==> config.mk <==
export PLATFORM = sky130hd
export DESIGN_NAME = shb_hint_redirect
export DESIGN_NICKNAME = d
export VERILOG_FILES = /design/src/rtl/shb_pkg.sv /design/src/rtl/shb_lane_qual.sv /design/src/rtl/shb_oldest_pick.sv /design/src/rtl/shb_target_mux.sv /design/src/rtl/shb_redirect_reg.sv /design/src/rtl/shb_hint_redirect.sv
export SDC_FILE = /design/constraint.sdc
export NUM_CORES = 1
export LEC_CHECK = 0
export ABC_AREA = 1
export BUFFER_PORTS_ARGS = -buffer_cell sky130_fd_sc_hd__buf_4
export CAP_MARGIN = 0
export CORE_AREA = 4 4 207 209
export DETAILED_ROUTE_END_ITERATION = 8
export DIE_AREA = 0 0 211 213
export GPL_ROUTABILITY_DRIVEN = 0
export GPL_TIMING_DRIVEN = 0
export PLACE_DENSITY_LB_ADDON = 0.25
export SYNTH_ARGS = -nofsm -noshare
export SYNTH_HDL_FRONTEND = slang
export SYNTH_SLANG_ARGS = --single-unit
==> constraint.sdc <==
create_clock -name clk -period 3.8 [get_ports clk]
set_clock_uncertainty 0.15 [all_clocks]
set_input_delay 0.19 -clock clk [delete_from_list [all_inputs] [get_ports clk]]
set_output_delay 0.19 -clock clk [all_outputs]
set_load 0.01 [all_outputs]
==> src/rtl/shb_pkg.sv <==
package shb_pkg;
  localparam logic [7:0] TAKEN_HINT_BYTE     = 8'h3E;
  localparam logic [7:0] NOT_TAKEN_HINT_BYTE = 8'h2E;

  typedef enum logic [1:0] {
    HINT_NONE,
    HINT_TAKEN,
    HINT_NOT_TAKEN,
    HINT_OTHER
  } hint_kind_t;

  function automatic hint_kind_t classify_hint(input logic present, input logic [7:0] pfx);
    if (!present)                         return HINT_NONE;
    else if (pfx == TAKEN_HINT_BYTE)      return HINT_TAKEN;
    else if (pfx == NOT_TAKEN_HINT_BYTE)  return HINT_NOT_TAKEN;
    else                                  return HINT_OTHER;
  endfunction
endpackage

==> src/rtl/shb_lane_qual.sv <==
module shb_lane_qual
  import shb_pkg::*;
(
  input  logic       valid,
  input  logic       pfx_present,
  input  logic [7:0] pfx_byte,
  input  logic       is_jcc,
  input  logic       bp_hit,
  output logic       cand,
  output logic       nt_hint
);
  hint_kind_t kind;

  always_comb begin
    kind    = classify_hint(pfx_present, pfx_byte);
    cand    = valid & is_jcc & ~bp_hit & (kind == HINT_TAKEN);
    nt_hint = valid & (kind == HINT_NOT_TAKEN);
  end
endmodule

==> src/rtl/shb_oldest_pick.sv <==
module shb_oldest_pick #(
  parameter int LANES = 4,
  parameter int LW    = 2
) (
  input  logic [LANES-1:0] cand,
  output logic [LANES-1:0] win_oh,
  output logic [LANES-1:0] younger,
  output logic [LW-1:0]    win_idx,
  output logic             any_cand
);
  logic [LANES:0] seen;

  assign seen[0] = 1'b0;

  for (genvar i = 0; i < LANES; i++) begin : g_chain
    assign seen[i+1]  = seen[i] | cand[i];
    assign win_oh[i]  = cand[i] & ~seen[i];
    assign younger[i] = seen[i];
  end

  assign any_cand = seen[LANES];

  always_comb begin
    win_idx = '0;
    for (int i = 0; i < LANES; i++) begin
      if (win_oh[i]) win_idx = win_idx | LW'(i);
    end
  end
endmodule

==> src/rtl/shb_target_mux.sv <==
module shb_target_mux #(
  parameter int LANES = 4,
  parameter int AW    = 48
) (
  input  logic [LANES-1:0]    win_oh,
  input  logic [LANES*AW-1:0] lane_target,
  input  logic [LANES*AW-1:0] lane_pc,
  output logic [AW-1:0]       sel_target,
  output logic [AW-1:0]       sel_pc
);
  always_comb begin
    sel_target = '0;
    sel_pc     = '0;
    for (int i = 0; i < LANES; i++) begin
      if (win_oh[i]) begin
        sel_target = sel_target | lane_target[i*AW +: AW];
        sel_pc     = sel_pc     | lane_pc[i*AW +: AW];
      end
    end
  end
endmodule

==> src/rtl/shb_redirect_reg.sv <==
module shb_redirect_reg #(
  parameter int LANES = 4,
  parameter int AW    = 48,
  parameter int LW    = 2
) (
  input  logic             clk,
  input  logic             rst_n,
  input  logic             fire,
  input  logic [AW-1:0]    sel_target,
  input  logic [AW-1:0]    sel_pc,
  input  logic [LW-1:0]    sel_lane,
  input  logic [LANES-1:0] younger,
  output logic             rd_valid,
  output logic [AW-1:0]    rd_target,
  output logic [AW-1:0]    rd_pc,
  output logic [LW-1:0]    rd_lane,
  output logic [LANES-1:0] kill_mask
);
  always_ff @(posedge clk) begin
    if (!rst_n) begin
      rd_valid  <= 1'b0;
      rd_target <= '0;
      rd_pc     <= '0;
      rd_lane   <= '0;
      kill_mask <= '0;
    end else begin
      rd_valid  <= fire;
      rd_target <= fire ? sel_target : '0;
      rd_pc     <= fire ? sel_pc     : '0;
      rd_lane   <= fire ? sel_lane   : '0;
      kill_mask <= fire ? younger    : '0;
    end
  end
endmodule

==> src/rtl/shb_hint_redirect.sv <==
module shb_hint_redirect #(
  parameter int LANES = 4,
  parameter int AW    = 48,
  localparam int LW   = (LANES > 1) ? $clog2(LANES) : 1
) (
  input  logic                clk,
  input  logic                rst_n,
  input  logic [LANES-1:0]    dec_valid,
  input  logic [LANES-1:0]    dec_pfx_present,
  input  logic [LANES*8-1:0]  dec_pfx_byte,
  input  logic [LANES-1:0]    dec_is_jcc,
  input  logic [LANES*AW-1:0] dec_target,
  input  logic [LANES*AW-1:0] dec_pc,
  input  logic [LANES-1:0]    bp_hit,
  input  logic                be_flush,
  output logic                rd_valid,
  output logic [AW-1:0]       rd_target,
  output logic [AW-1:0]       rd_pc,
  output logic [LW-1:0]       rd_lane,
  output logic [LANES-1:0]    kill_mask
);
  // Named internal events, also observed by the bound checker
  logic [LANES-1:0] cand;
  logic [LANES-1:0] nt_hint;
  logic [LANES-1:0] win_oh;
  logic [LANES-1:0] younger;
  logic [LW-1:0]    win_idx;
  logic             any_cand;
  logic             fire;
  logic [AW-1:0]    sel_target;
  logic [AW-1:0]    sel_pc;

  for (genvar i = 0; i < LANES; i++) begin : g_lane
    shb_lane_qual u_qual (
      .valid       (dec_valid[i]),
      .pfx_present (dec_pfx_present[i]),
      .pfx_byte    (dec_pfx_byte[i*8 +: 8]),
      .is_jcc      (dec_is_jcc[i]),
      .bp_hit      (bp_hit[i]),
      .cand        (cand[i]),
      .nt_hint     (nt_hint[i])
    );
  end

  shb_oldest_pick #(.LANES(LANES), .LW(LW)) u_pick (
    .cand     (cand),
    .win_oh   (win_oh),
    .younger  (younger),
    .win_idx  (win_idx),
    .any_cand (any_cand)
  );

  shb_target_mux #(.LANES(LANES), .AW(AW)) u_mux (
    .win_oh      (win_oh),
    .lane_target (dec_target),
    .lane_pc     (dec_pc),
    .sel_target  (sel_target),
    .sel_pc      (sel_pc)
  );

  // A back-end flush outranks any decode-time redirect
  assign fire = any_cand & ~be_flush;

  shb_redirect_reg #(.LANES(LANES), .AW(AW), .LW(LW)) u_reg (
    .clk        (clk),
    .rst_n      (rst_n),
    .fire       (fire),
    .sel_target (sel_target),
    .sel_pc     (sel_pc),
    .sel_lane   (win_idx),
    .younger    (younger),
    .rd_valid   (rd_valid),
    .rd_target  (rd_target),
    .rd_pc      (rd_pc),
    .rd_lane    (rd_lane),
    .kill_mask  (kill_mask)
  );
endmodule

==> results of run 1 <==
-- final cells by class --
class                   count  area [um2]  area share (%)
multi-input cells         724        3400            27.4
repair buffers            650        5160            41.7
clock buffers              11         243            1.96
clock inverters             5        41.3           0.333
flip-flops and latches    102        2040            16.5
well taps                 532         666            5.37
plain buffers              91         402            3.24
inverters                 114         428            3.45
diodes                      1        2.50          0.0202
-- state kept, by name (all words and copies together), names as in the netlist --
name	flops
u_reg.kill_mask	3
u_reg.rd_lane	2
u_reg.rd_pc	48
u_reg.rd_target	48
u_reg.rd_valid	1
-- power groups by stage --
stage,Combinational [mW],Clock (mW),Sequential [mW]
3_3_place_gp,0.427,0,1.09
6_report,0.517,0.973,1.07
4_1_cts,0.518,1.03,1.07
2_1_floorplan,0.0550,0,1.09
5_1_grt,0.554,1.06,1.07
3_5_place_dp,0.431,0,1.09
-- cells by family (layout without fill, tap and decap cells) --
family                 Yosys count  after routing  share of synthesized area (%)
and+or+nand+nor                623            623                           46.1
DFF                            102            102                           32.6
AOI/OAI and AO/OA              100            100                           8.04
other                            1              2                         0.0598
buffers and inverters          205            871                           13.2
-- worst paths after layout --
check | cells past startpoint | to | start
worst max-delay path | 13 | u_reg.rd_target[40]$_SDFF_PN0_ | dec_pfx_byte[8]
worst min-delay path | 5 | u_reg.rd_target[45]$_SDFF_PN0_ | dec_target[93]
-- critical path, delay by kind of cell --
| kind | cells | cell delay (ns) |
|---|---|---|
| AOI/OAI and AO/OA | 1 | 0.11 |
| and+or+nand+nor | 7 | 1.43 |
| buffers and inverters | 5 | 1.40 |
-- layout by cell type, fill, tap and decap left out, drive strengths merged --
cell type	Yosys	layout
diode	0	1
nand2	120	120
a21oi	98	98
nor2	207	207
clkinv	0	1
buf	39	575
nor3b	1	1
conb	1	1
clkinvlp	0	2
nand4	98	98
nor3	1	1
o21ai	2	2
dfxtp	102	102
inv	114	116
nand3	196	196
clkbuf	52	63
dlygate4sd3	0	114
-- per-stage QoR --
step / instances / instance area, um2 / hold WS, ns / util, % / total power [mW]
floorplan: 1031 / 6270 / 0.204 / - / 1.15
global placement: 2099 / 11000 / 0.323 / 26.8 / 1.52
detailed placement: 2099 / 11000 / 0.329 / 26.8 / 1.52
CTS: 2229 / 12400 / 0.000577 / 30.3 / 2.62
global route: 2229 / 12400 / 0.0231 / 30.3 / 2.69
finish: 2230 / 12400 / 0.0270 / 30.3 / 2.56
-- layer usage --
| layer | global-route usage (%) | share of wire, % |
|---|---|---|
| met1 | 21.1 | 39 |
| met2 | 32.5 | 50 |
| met3 | 5.16 | 8.6 |
| met4 | 5.50 | 2.3 |
| met5 | 0 | 0.079 |
==> flow_summary.json, run 1 <==
{
  "status": "completed",
  "final_max_slew_viol_count": 0,
  "power-per-cell-area_nw_per_um2": 206,
  "critical_path_class": "input pin to flip-flop",
  "routed_wire_length_per_instance_um": 19.3,
  "synth_edf_count": 0,
  "drive_above_1_share_pct": 35.2,
  "ir_worst_vdd_mv": 0.188,
  "clock.fmax_mhz": 335,
  "synth_area_um2": 6270,
  "path_clk_slew_ns": 0.08,
  "die_w_um": 211,
  "synth_top_area_share_pct": 32.6,
  "post-place-ws_ns": 0.762,
  "cp.required_ns": 3.97,
  "cts.sinks": 102,
  "pwr-share-comb_pct": 20.2,
  "arrival_ns": 3.16,
  "worstMarginPinSlew_ns": 1.12,
  "htree_num_levels": 3,
  "yosysMostFrequentCell": "nor2_1",
  "syn_nets": 1466,
  "viasPerCell": 4.30,
  "synth_area_per_cell_um2": 6.08,
  "cts_buffers": 9,
  "grt_pass1_vias": 10140,
  "num_rows": 74,
  "track_usage_pct": 18.2,
  "power_frac_clock_pct": 38.0,
  "ys_top_cells_by_count": "nor2_1, nand3_1, nand2_1",
  "first_pass_iters": 5,
  "die_y_um": 213,
  "nets": 2127,
  "synthArstFlopShare_pct": 0,
  "grt_max_degree": 18,
  "tns_ns": 0,
  "ys_types": 21,
  "min_period_over_period_pct": 78.5,
  "postCtsHoldBufs": 114,
  "synth_cells": 1031,
  "dpl.hpwl_um": 34300,
  "finalWirelength_um": 43000,
  "cp_slowest_stage_delay_ns": 0.85,
  "yosys_most_used_dff": "dfxtp_1",
  "cp_cell_sequence": "buf_4 > inv_1 > nand2_1 > nor2_1 > nand2_1 > nor2_1 > buf_4 > buf_2 > nand3_1 > nand2_1 > nor2_1 > a21oi_1 > dlygate4sd3_1",
  "root_buffer": "clkbuf_16",
  "synthTopCellsByArea": "dfxtp_1, nand3_1, nor2_1",
  "leakagePower_nw": 6.13,
  "p_int_mw": 1.90,
  "drt_iter0_drc": 421,
  "hold_class": "input pin to flip-flop",
  "cts_tree": "done",
  "min_period_ns": 2.98,
  "ant_nets": 0,
  "crit_path_end_kind": "flip-flop",
  "p_sw_share_pct": 25.7,
  "port_buffers": 536,
  "coreArea_um2": 40800,
  "initial_utilization_pct": 15.4,
  "io_pins": 538,
  "setup_violations": 0,
  "fin_ws_ns": 0.817,
  "max-slew-margin-rel_pct": 24.9,
  "p_seq_share_pct": 41.7,
  "die-area_um2": 44900,
  "drc": 0,
  "hold_viol_final": 0,
  "syn2layout_area_growth_pct": 97.6,
  "rsz0062_at_grt": "no",
  "drv_cap": 0,
  "switching_power_mw": 0.658,
  "globalRoute.totalOverflow": 0,
  "cp_max_fo": 10,
  "ys_ff_latch": 102,
  "vias": 9588,
  "fillCellCount": 4568,
  "critical_path.slowest_cell": "nor2_1",
  "yosysSeqAreaShare_pct": 32.6,
  "post_cts_buffers": 0,
  "grt_pass1_wl_um": 61300,
  "yosysTopAreaCell": "dfxtp_1",
  "cts_resized": 0,
  "antenna_found_initial": 3,
  "cts_max_path_buffers": 2,
  "synth_warnings": 0,
  "start_kind": "input pin"
}
Note: power is estimated with default switching activity, not from simulation.
==> run 2: changes to the inputs <==
- CORE_AREA: 4 4 207 209 -> 4 4 208 210
- DIE_AREA: 0 0 211 213 -> 0 0 212 214
- clock period: 3.8 -> 2.7 ns (I/O delays scaled with it)
==> flow_summary.json, run 2 (synthesized netlist as in run 1, its figures left out) <==
{
  "start_kind": "input pin",
  "min_period_ns": 2.42,
  "dpl.hpwl_um": 33600,
  "switching_power_mw": 0.993,
  "die-area_um2": 45400,
  "cts_tree": "done",
  "cts.sinks": 102,
  "crit_family": "simple AND/OR/NAND/NOR gates",
  "fillCellCount": 4354,
  "dr_wl_met2_um": 22600,
  "power_frac_clock_pct": 36.6,
  "ant_nets": 0,
  "cts_buffers": 9,
  "placed_area_um2": 11000,
  "layout_commonest_cell": "buf_4",
  "leakagePower_nw": 6.89,
  "fin_ws_ns": 0.278,
  "min_period_over_period_pct": 89.7,
  "hold_class": "input pin to flip-flop",
  "critical_path.slowest_cell": "buf_2",
  "initial_utilization_pct": 15.1,
  "cp.required_ns": 2.81,
  "setup_violations": 0,
  "grt_pass1_wl_um": 65300,
  "clock.fmax_mhz": 413,
  "globalRoute.totalOverflow": 0,
  "drc": 0,
  "crit_buf_inv": 4,
  "nets": 2317,
  "path_clk_slew_ns": 0.08,
  "syn2layout_area_growth_pct": 128,
  "reg_top3": "u_reg.rd_pc: 48 flops, u_reg.rd_target: 48 flops, u_reg.kill_mask: 3 flops",
  "pwr-share-comb_pct": 25.2,
  "routed_wire_length_per_instance_um": 18.5,
  "drt_iter0_drc": 568,
  "min_path_cells": 5,
  "track_usage_pct": 18.8,
  "post-place-ws_ns": -0.423,
  "die_w_um": 212,
  "viasPerCell": 4.34,
  "first_pass_iters": 6,
  "num_rows": 75,
  "top_layer": "met5",
  "cp_cell_sequence": "buf_4 > inv_1 > nand2_1 > nor2_4 > nand3_4 > nand3_2 > buf_2 > buf_2 > nor2_1 > nor2_1 > a21oi_1",
  "rsz0062_at_grt": "no",
  "max-slew-margin-rel_pct": 50.7,
  "drv_cap": 0,
  "wl_met1_um": 17400,
  "crit_path_end_kind": "flip-flop",
  "cp.depth": 11,
  "antenna_found_initial": 1,
  "cp_max_fo": 10,
  "p_seq_share_pct": 38.2,
  "tns_ns": 0,
  "htree_num_levels": 3,
  "hold_viol_final": 0,
  "ir_worst_vdd_mv": 0.230,
  "drive_above_1_share_pct": 31.7,
  "power-per-cell-area_nw_per_um2": 275,
  "design_area_um2": 14300,
  "grt_max_degree": 19,
  "cp_slowest_stage_delay_ns": 0.41,
  "most-common-layout-cells": "buf_4, dlygate4sd3_1, nor2_1, nand3_1, nand2_1",
  "critical_path_class": "input pin to flip-flop",
  "port_buffers": 536,
  "coreArea_um2": 41600,
  "finalWirelength_um": 44900,
  "p_sw_share_pct": 25.3,
  "io_pins": 538,
  "final_max_slew_viol_count": 0,
  "dr_wl_met3_um": 3250,
  "die_y_um": 214,
  "status": "completed",
  "p_int_mw": 2.94,
  "root_buffer": "clkbuf_16",
  "grt_pass1_vias": 11319,
  "arrival_ns": 2.54,
  "worstMarginPinSlew_ns": 0.740,
  "vias": 10532,
  "cts_max_path_buffers": 2
}
run 2: changes by cell type in the layout (fill, tap and decap cells not counted):
cell / delta
bufinv_16: +1
inv_8: +1
nor2_1: -1
clkinv_2: +1
clkinv_4: -1
nor2_2: +1
clkbuf_8: -1
clkbuf_1: -1
dlygate4sd3_1: +190
run 2: worst paths after layout:
kind	startpoint	endpoint	slack (ns)
worst max-delay path	dec_pfx_byte[0]	u_reg.rd_pc[1]$_SDFF_PN0_	0.28
worst min-delay path	dec_pc[83]	u_reg.rd_pc[35]$_SDFF_PN0_	0.03
run 2: layout make-up:
| type | count | area (um2) | share of cell area [%] |
|---|---|---|---|
| multi-input cells | 724 | 3400 | 23.7 |
| well taps | 539 | 674 | 4.71 |
| inverters | 114 | 428 | 2.99 |
| repair buffers | 840 | 7070 | 49.4 |
| diodes | 1 | 2.50 | 0.0175 |
| plain buffers | 91 | 402 | 2.80 |
| clock inverters | 7 | 78.8 | 0.551 |
| flip-flops and latches | 102 | 2040 | 14.3 |
| clock buffers | 9 | 225 | 1.57 |
run 2: power by group through the flow:
stage          clock, mW  sequential (mW)  combinational, mW
2_1_floorplan          0             1.54             0.0774
3_3_place_gp           0             1.54              0.605
3_5_place_dp           0             1.54              0.608
4_1_cts             1.53             1.50              0.978
5_1_grt             1.57             1.50               1.05
6_report            1.44             1.50              0.990
run 2: repair_timing:
action / 4_1_cts / 5_1_grt
endpoints found under the setup margin: 0 / 11
hold buffers: 304 / 0
gates resized for setup: 0 / 1
buffers inserted: 0 / 0
hold endpoints to repair: 98 / 0
run 2: routing by layer:
layer,global-route usage (%),vias to the layer above
met5,0,-
met3,3.87,82
met4,7.80,2
li1,-,5102
met2,34.4,534
met1,20.9,4812
run 2: metrics by stage:
step | util [%] | hold WS, ns | instances | total power [mW]
floorplan | - | 0.149 | 1031 | 1.62
global placement | 26.4 | 0.268 | 2106 | 2.14
detailed placement | 26.4 | 0.273 | 2106 | 2.15
CTS | 34.4 | 0.000126 | 2426 | 4.01
global route | 34.4 | 0.0403 | 2426 | 4.13
finish | 34.4 | 0.0259 | 2427 | 3.93
==> run 3: changes to the inputs <==
--- a/config.mk
+++ b/config.mk
@@ -9,7 +9,7 @@
 export BUFFER_PORTS_ARGS = -buffer_cell sky130_fd_sc_hd__buf_4
 export CAP_MARGIN = 0
-export CORE_AREA = 4 4 208 210
+export CORE_AREA = 2 2 207 209
 export DETAILED_ROUTE_END_ITERATION = 8
-export DIE_AREA = 0 0 212 214
+export DIE_AREA = 0 0 209 211
 export GPL_ROUTABILITY_DRIVEN = 0
 export GPL_TIMING_DRIVEN = 0
==> constraint.sdc (replaced) <==
create_clock -name clk -period 2.59 [get_ports clk]
set_clock_uncertainty 0.15 [all_clocks]
set_input_delay 0.1295 -clock clk [delete_from_list [all_inputs] [get_ports clk]]
set_output_delay 0.1295 -clock clk [all_outputs]
set_load 0.02 [all_outputs]
==> flow_summary.json, run 3 (synthesized netlist as in run 1, its figures left out) <==
{
  "cp.required_ns": 2.75,
  "die_y_um": 211,
  "ant_nets": 0,
  "drc": 0,
  "antenna_found_initial": 1,
  "htree_num_levels": 3,
  "port_buffers": 536,
  "path_clk_slew_ns": 0.08,
  "viasPerCell": 4.27,
  "vias": 10366,
  "grt_max_degree": 17,
  "crit_path_end_kind": "flip-flop",
  "globalRoute.totalOverflow": 0,
  "cts_max_path_buffers": 2,
  "min_period_over_period_pct": 96.4,
  "max-slew-margin-rel_pct": 50.9,
  "leakagePower_nw": 6.99,
  "routed_wire_length_per_instance_um": 18.1,
  "finalWirelength_um": 44100,
  "grt_pass1_vias": 10802,
  "critical_path_class": "input pin to flip-flop",
  "track_usage_pct": 19.4,
  "drv_cap": 0,
  "setup_violations": 0,
  "drive_above_1_share_pct": 31.7,
  "cts_tree": "done",
  "layout_commonest_cell": "buf_4",
  "post-place-ws_ns": -0.319,
  "nets": 2319,
  "status": "completed",
  "initial_utilization_pct": 15.0,
  "clock.fmax_mhz": 401,
  "first_pass_iters": 5,
  "hold_class": "input pin to flip-flop",
  "hold_viol_final": 0,
  "cts.sinks": 102,
  "start_kind": "input pin",
  "root_buffer": "clkbuf_16",
  "post_cts_buffers": 0,
  "arrival_ns": 2.66,
  "drt_iter0_drc": 493,
  "dpl.hpwl_um": 33700,
  "hold_ws_ns": 0.0169,
  "final_max_slew_viol_count": 0,
  "power-per-cell-area_nw_per_um2": 290,
  "most-common-layout-cells": "buf_4, dlygate4sd3_1, nor2_1, nand3_1, nand2_1",
  "grt_pass1_wl_um": 63500,
  "syn2layout_area_growth_pct": 129,
  "fin_ws_ns": 0.0933,
  "ir_worst_vdd_mv": 0.245,
  "reg_top3": "u_reg.rd_pc: 48 flops, u_reg.rd_target: 48 flops, u_reg.kill_mask: 3 flops",
  "cts_buffers": 9,
  "min_period_ns": 2.50,
  "coreArea_um2": 41800,
  "cp_max_fo": 10,
  "rsz0062_at_grt": "no",
  "num_rows": 75,
  "die_w_um": 209,
  "worstMarginPinSlew_ns": 0.736,
  "io_pins": 538,
  "die-area_um2": 44100
}
-- run 3: cell types whose count changed in the layout (fill, tap and decap cells not counted), sizes merged --
cell         change
clkbuf           +3
inv              -2
clkinvlp         -1
bufinv           +1
dlygate4sd3      +1
-- run 3: routing by layer --
metal	vias up	GRT usage, %	share of wire, %
met3	75	3.81	6.0
met4	0	10.6	4.7
met2	479	35.6	51
met1	4709	20.9	39
met5	-	0	0
li1	5103	-	-
-- run 3: power breakdown --
group	switching [mW]	internal (mW)	total (mW)	leakage (nW)
Combinational	0.287	0.707	0.994	6.01
Sequential	0.00000556	1.57	1.57	0.821
Clock	0.725	0.879	1.60	0.156
Total	1.01	3.15	4.16	6.99
-- run 3: worst paths after layout --
kind	cells past startpoint	end	start	slack, ns
max	11	u_reg.rd_target[39]$_SDFF_PN0_	dec_pfx_byte[0]	0.09
min	5	u_reg.rd_target[37]$_SDFF_PN0_	dec_target[85]	0.02
-- run 3: timing repair --
action	in CTS	in global routing
hold buffers	305	0
setup endpoints to repair	0	4
resized for setup	0	2
hold endpoints to repair	98	0
-- run 3: metrics by stage --
step                      area [um2]  util, %  cells  total power, mW  TNS (ns)
after global routing           14400     34.4   2428             4.36         0
final                          14400     34.4   2429             4.16         0
after global placement         11000     26.3   2106             2.23    -20.03
after detailed placement       11000     26.3   2107             2.24    -15.94
after floorplan                 6270        -   1031             1.68         0
after CTS                      14400     34.4   2428             4.23         0
-- run 3: cell type report --
cell class                      count  area [um2]
Fill cell                        4410       27400
Timing Repair Buffer              842        7090
Multi-Input combinational cell    724        3400
Sequential cell                   102        2040
Tap cell                          539         674
Inverter                          114         428
Buffer                             91         404
Clock buffer                       11         243
Clock inverter                      5        81.3
Antenna cell                        1        2.50
-- run 3: worst max-delay path, stage by stage --
cell	delay, ns
buf_4	0.11
inv_1	0.06
nand2_1	0.08
nor2_4	0.41
buf_2	0.43
clkbuf_1	0.45
nand4_1	0.16
nand2_1	0.09
dlygate4sd3_1	0.55
nor2_1	0.05
a21oi_1	0.14
